--- src/rtl/gpr_bank_pkg.sv ---
package gpr_bank_pkg;

    // Number of observation taps and the entry each one follows.
    localparam int TAP_COUNT = 8;

    function automatic int tap_entry(input int slot);
        case (slot)
            0:       return 1;
            1:       return 2;
            2:       return 5;
            3:       return 6;
            4:       return 7;
            5:       return 8;
            6:       return 9;
            default: return 10;
        endcase
    endfunction

endpackage

--- src/rtl/gpr_wr_decode.sv ---
module gpr_wr_decode #(
    parameter int NUM_REGS = 32,
    localparam int IDX_W   = $clog2(NUM_REGS)
) (
    input  logic                clk,
    input  logic                rst_n,
    input  logic                wr_en,
    input  logic [IDX_W-1:0]    wr_idx,
    output logic [NUM_REGS-1:0] row_we
);

    // One write strobe per entry; row 0 never receives a strobe.
    always_comb begin
        row_we = '0;
        for (int k = 1; k < NUM_REGS; k++) begin
            row_we[k] = wr_en && (wr_idx == IDX_W'(k));
        end
    end

    // the constant row is never strobed
    a_r4_row0_quiet: assert property (@(posedge clk) disable iff (!rst_n)
        !row_we[0]);

    // at most one row takes a write per edge
    a_r2_single_row: assert property (@(posedge clk) disable iff (!rst_n)
        $onehot0(row_we));

    // with the enable low no row is strobed
    a_r3_idle_no_strobe: assert property (@(posedge clk) disable iff (!rst_n)
        !wr_en |-> (row_we == '0));

endmodule

--- src/rtl/gpr_store.sv ---
module gpr_store #(
    parameter int NUM_REGS = 32,
    parameter int DATA_W   = 32
) (
    input  logic                clk,
    input  logic                rst_n,
    input  logic [NUM_REGS-1:0] row_we,
    input  logic [DATA_W-1:0]   wr_data,
    output logic [DATA_W-1:0]   word_q [NUM_REGS]
);

    for (genvar k = 0; k < NUM_REGS; k++) begin : g_row
        if (k == 0) begin : g_const
            // Entry 0 has no storage.
            assign word_q[k] = '0;
        end else begin : g_flop
            always_ff @(posedge clk) begin
                if (!rst_n) begin
                    word_q[k] <= '0;
                end else if (row_we[k]) begin
                    word_q[k] <= wr_data;
                end
            end

            // a strobed row holds the presented word after the edge
            a_r2_row_commit: assert property (@(posedge clk) disable iff (!rst_n)
                row_we[k] |=> (word_q[k] == $past(wr_data)));

            // an unstrobed row keeps its word
            a_r3_row_hold: assert property (@(posedge clk) disable iff (!rst_n)
                !row_we[k] |=> $stable(word_q[k]));
        end
    end

endmodule

--- src/rtl/gpr_rd_mux.sv ---
module gpr_rd_mux #(
    parameter int NUM_REGS = 32,
    parameter int DATA_W   = 32,
    localparam int IDX_W   = $clog2(NUM_REGS)
) (
    input  logic               clk,
    input  logic               rst_n,
    input  logic [IDX_W-1:0]   sel_idx,
    input  logic [DATA_W-1:0]  word_q [NUM_REGS],
    output logic [DATA_W-1:0]  sel_data
);

    always_comb begin
        sel_data = word_q[sel_idx];
    end

    // index 0 yields zero on this port
    a_r4_zero_read: assert property (@(posedge clk) disable iff (!rst_n)
        (sel_idx == '0) |-> (sel_data == '0));

endmodule

--- src/rtl/gpr_bank_dbg.sv ---
module gpr_bank_dbg
    import gpr_bank_pkg::*;
#(
    parameter int NUM_REGS = 32,
    parameter int DATA_W   = 32,
    localparam int IDX_W   = $clog2(NUM_REGS)
) (
    input  logic              clk,
    input  logic              rst_n,
    input  logic [IDX_W-1:0]  rd_a_idx,
    input  logic [IDX_W-1:0]  rd_b_idx,
    input  logic [IDX_W-1:0]  wr_idx,
    input  logic [DATA_W-1:0] wr_data,
    input  logic              wr_en,
    output logic [DATA_W-1:0] rd_a_data,
    output logic [DATA_W-1:0] rd_b_data,
    output logic [DATA_W-1:0] tap_ret_addr,
    output logic [DATA_W-1:0] tap_stack_ptr,
    output logic [DATA_W-1:0] tap_tmp0,
    output logic [DATA_W-1:0] tap_tmp1,
    output logic [DATA_W-1:0] tap_tmp2,
    output logic [DATA_W-1:0] tap_sav0,
    output logic [DATA_W-1:0] tap_sav1,
    output logic [DATA_W-1:0] tap_arg0
);

    logic [NUM_REGS-1:0] row_we;
    logic [DATA_W-1:0]   word_q [NUM_REGS];
    logic [DATA_W-1:0]   tap_vec [TAP_COUNT];

    gpr_wr_decode #(.NUM_REGS(NUM_REGS)) u_dec (
        .clk    (clk),
        .rst_n  (rst_n),
        .wr_en  (wr_en),
        .wr_idx (wr_idx),
        .row_we (row_we)
    );

    gpr_store #(.NUM_REGS(NUM_REGS), .DATA_W(DATA_W)) u_store (
        .clk     (clk),
        .rst_n   (rst_n),
        .row_we  (row_we),
        .wr_data (wr_data),
        .word_q  (word_q)
    );

    gpr_rd_mux #(.NUM_REGS(NUM_REGS), .DATA_W(DATA_W)) u_port_a (
        .clk      (clk),
        .rst_n    (rst_n),
        .sel_idx  (rd_a_idx),
        .word_q   (word_q),
        .sel_data (rd_a_data)
    );

    gpr_rd_mux #(.NUM_REGS(NUM_REGS), .DATA_W(DATA_W)) u_port_b (
        .clk      (clk),
        .rst_n    (rst_n),
        .sel_idx  (rd_b_idx),
        .word_q   (word_q),
        .sel_data (rd_b_data)
    );

    for (genvar t = 0; t < TAP_COUNT; t++) begin : g_tap
        localparam int ENTRY = tap_entry(t);
        assign tap_vec[t] = word_q[ENTRY];

        // a write to a tapped entry shows on its tap after the edge
        a_r7_tap_follow: assert property (@(posedge clk) disable iff (!rst_n)
            (wr_en && (wr_idx == IDX_W'(ENTRY))) |=> (tap_vec[t] == $past(wr_data)));
    end

    assign tap_ret_addr  = tap_vec[0];
    assign tap_stack_ptr = tap_vec[1];
    assign tap_tmp0      = tap_vec[2];
    assign tap_tmp1      = tap_vec[3];
    assign tap_tmp2      = tap_vec[4];
    assign tap_sav0      = tap_vec[5];
    assign tap_sav1      = tap_vec[6];
    assign tap_arg0      = tap_vec[7];

    // a written nonzero entry reads back on port A if the index is held
    a_r5_port_a_readback: assert property (@(posedge clk) disable iff (!rst_n)
        (wr_en && (wr_idx != '0) && (wr_idx == rd_a_idx))
        |=> (!$stable(rd_a_idx) || (rd_a_data == $past(wr_data))));

    // same for port B
    a_r5_port_b_readback: assert property (@(posedge clk) disable iff (!rst_n)
        (wr_en && (wr_idx != '0) && (wr_idx == rd_b_idx))
        |=> (!$stable(rd_b_idx) || (rd_b_data == $past(wr_data))));

endmodule

--- config.mk ---
export PLATFORM = sky130hd
export DESIGN_NAME = gpr_bank_dbg
export DESIGN_NICKNAME = d
export VERILOG_FILES = /design/src/rtl/gpr_bank_pkg.sv /design/src/rtl/gpr_wr_decode.sv /design/src/rtl/gpr_store.sv /design/src/rtl/gpr_rd_mux.sv /design/src/rtl/gpr_bank_dbg.sv
export SDC_FILE = /design/constraint.sdc
export NUM_CORES = 2
export LEC_CHECK = 0
export CORE_MARGIN = 2
export CORE_UTILIZATION = 40
export DETAILED_ROUTE_END_ITERATION = 10
export PLACE_DENSITY = 0.54
export SETUP_SLACK_MARGIN = 0.5
export SLEW_MARGIN = 0
export SYNTH_ARGS = -nofsm -noshare
export SYNTH_HDL_FRONTEND = slang
export SYNTH_SLANG_ARGS = --single-unit
--- constraint.sdc ---
create_clock -name clk -period 3.3 [get_ports clk]
set_input_delay 0.33 -clock clk [delete_from_list [all_inputs] [get_ports clk]]
set_output_delay 0.33 -clock clk [all_outputs]
set_load 0.02 [all_outputs]
==> impl_metrics.csv <==
group,metric,value,unit
finish,drive_above_1_share,25.15,%
critical_path,r2r_start,"u_store.word_q[692]",
critical_path,critical_path_buf_inv_count,1,
critical_path,critical_path_required,2.97,ns
global_routing,grt_overflow,0,
critical_path,path_class,"flop to output pin",
global_routing,grt_pass1_wl,328000,um
clock_network,cts_made_buffers,113,
min_path,min_from,"rst_n",
placement,post-place-ws,0.06432,ns
routing,highest_layer,"met5",
finish,nets,5924,
finish,regMostFlops,"u_store.word_q",
clock_network,insertion_delay,0.74,ns
routing,route.detailed.vias_per_inst,6.014,
timing,finalSetupViolations,0,
timing,fmax,330.6,MHz
routing,drt_pass1_iterations,5,
synthesis,synth_area,54570,um^2
timing,hold_viol,0,
critical_path,max_stage_delay,0.50,ns
timing,period_share,91.65,%
critical_path,crit_family,"multiplexers",
timing,rsz0062_at_grt,"yes",
critical_path,reg2reg_slack,2.35,ns
critical_path,worstSetupStartpointType,"flop",
finish,reg_top3,"u_store.word_q (992)",
critical_path,cpMaxStageDelayCell,"mux4_2",
global_routing,grt_max_degree,133,
finish,largest_reg_flops,992,
critical_path,r2r_cells,4,
timing,period_minus_slack,3.024,ns
routing,wl_per_cell,29.60,um
die,rows,135,
synthesis,synthTopCellsByArea,"dfxtp_1 (36%), mux4_2 (20%), nand2_1 (14%)",
synthesis,avgSynthCellArea,9.290,um^2
min_path,hold_class,"input port to flop",
power_and_ir_drop,leakage,0.02150,uW
critical_path,worst_r2r_endpoint,"u_store.word_q[692]",
clock_network,hold_buffers,0,
timing,fin_ws,0.2755,ns
routing,via_count,46630,
critical_path,worstPathArrival,2.69,ns
routing,post-route-drc-count,0,
run,cap_violations,0,
routing,final_antenna_net_count,0,
synthesis,yosysSeqAreaShare,36.39,%
clock_network,htree_levels,3,
timing,slew_viol_final,0,
routing,drt_iter0_markers,5603,
power_and_ir_drop,peakVddDrop,0.3851,mV
die,coreArea,135500,um^2
routing,wl_met3,21530,um
die,start_util,40.28,%
synthesis,ys_seq_elements,992,
global_routing,grt_pass1_vias,43850,
timing,worst_pin_slew,1.289,ns
critical_path,cp_max_fo,4,
synthesis,ys_warn_count,0,
routing,wl_met2,104600,um
routing,wl_met1,94400,um
critical_path,path_cells,"mux2_2 -> a22o_1 -> mux4_2 -> mux2_4 -> buf_6",
critical_path,path_depth,5,
critical_path,endpoint_kind,"output pin",
synthesis,synthCells,5874,
timing,slew-limit-headroom,14.07,%
die,io-pin-count,370,
clock_network,cts_tree,"yes",
routing,routed_wl,229500,um
clock_network,clk_path_buf_depth,3,
timing,hold_ws,0.04091,ns
global_routing,grtUsageTotal,32.05,%
clock_network,clock-sinks,992,
placement,place.gp.congestion,0.9083,
synthesis,syn-num-nets,5924,
min_path,hold_depth,2,
placement,io_buffers,369,
synthesis,synth_cell_types,30,
synthesis,yosys.area.top_type,"dfxtp_1",
die,die-area,139400,um^2
synthesis,synth_top_area_share,36.39,%
global_routing,antenna_found_initial,12,
timing,setup_tns,0,ns
placement,hpwl,155200,um
min_path,whs_endpoint,"u_store.word_q[837]",
outcome,status,"completed",
power_and_ir_drop,pwr_density_cell,427.8,nW/um^2
finish,syn_to_final_growth,18.64,%
die,fp.dieW,373.4,um
clock_network,clkTransAtPathRegs,0.06,ns
timing,skew,0,ns
die,die_h,373.4,um
clock_network,cts-root-buf,"clkbuf_16",
[routing by layer]
metal | GRT usage [%] | up-vias
met1 | 43.55 | 23450
met4 | 11.77 | 10
li1 | - | 20200
met5 | 0 | -
met2 | 50.36 | 2528
met3 | 6.605 | 442
[cells in the final DEF, fill, tap and decap left out, drive strengths merged, types with 4 or more instances in the layout]
cell type	Yosys	final
and2	49	49
a22o	128	128
o21ai	32	32
clkbuf	455	163
o31ai	32	32
clkinvlp	0	4
diode	0	4
clkdlybuf4s50	0	294
a211oi	32	32
clkinv	0	33
o22ai	32	32
mux2i	96	96
bufinv	0	7
nor2b	6	6
mux2	96	96
dfxtp	992	992
buf	401	445
nor2	14	14
nand2	2017	2017
nor3	4	4
mux4	480	480
a21boi	992	992
[cells by family after synthesis]
logic type / Yosys count / share of synthesized area (%)
and+or+nand+nor: 2105 / 14.89
AOI/OAI and AO/OA: 1248 / 17.24
DFF: 992 / 36.39
buffers and inverters: 857 / 7.928
muxes: 672 / 23.55
[worst max path at each step]
stage	from	endpoint	slack, ns
finish	u_store.word_q[960]	rd_b_data[0]	0.28
global route	u_store.word_q[800]	rd_b_data[0]	0.25
CTS	u_store.word_q[800]	rd_b_data[0]	0.26
detailed placement	rd_b_idx[0]	rd_b_data[23]	0.06
global placement	rd_b_idx[0]	rd_b_data[23]	0.05
floorplan	rd_b_idx[0]	rd_b_data[11]	0.73
[final cells by class]
| cell class | instances | area, um^2 |
|---|---|---|
| fill | 12530 | 70730 |
| multi-input combinational | 4025 | 31070 |
| sequential | 992 | 20220 |
| timing repair buffer | 741 | 7410 |
| clock buffer | 163 | 3317 |
| tap | 1781 | 2228 |
| clock inverter | 46 | 486.7 |
| antenna | 4 | 10.01 |
| inverter | 1 | 3.754 |
[where the power goes]
group          switching (uW)  total [uW]  internal (uW)
logic                    1510        2490            982
clock network            5560       13100           7520
registers                93.1       12100          12000
[metrics by stage]
stage | power, uW | cells | utilization, % | instance area, um^2
6_report | 27690 | 7753 | 47.79 | 64740
5_1_grt | 28400 | 7753 | 47.79 | 64740
4_1_cts | 27760 | 7741 | 47.63 | 64520
3_5_place_dp | 14800 | 7474 | 43.89 | 59460
3_3_place_gp | 14780 | 7474 | 43.89 | 59460
2_1_floorplan | 13810 | 5874 | - | 54570
[cell usage after synthesis]
cell type,count
nand2_1,2017
nor4b_1,1
nor2_1,14
a21boi_0,921
a211oi_1,32
inv_1,1
buf_1,57
dfxtp_1,992
buf_4,264
nand4b_1,3
buf_6,3
mux4_2,480
and4bb_2,3
and2_0,5
nand2b_1,3
nand4_1,1
o21ai_0,32
clkbuf_1,455
and4_1,1
nor3_1,4
o31ai_1,32
nor2b_1,6
a22o_1,128
buf_2,77
o22ai_1,32
and4b_1,3
mux2i_1,96
mux2_2,96
a21boi_1,71
and2_1,44
[what timing repair did]
item | CTS | global route
resized for setup | 572 | 71
endpoints found under the setup margin | 64 | 51
gates cloned | 2 | 0
setup buffers | 56 | 8
pin swaps | 8 | 7
No activity file was read; power rests on OpenSTA's default activity.
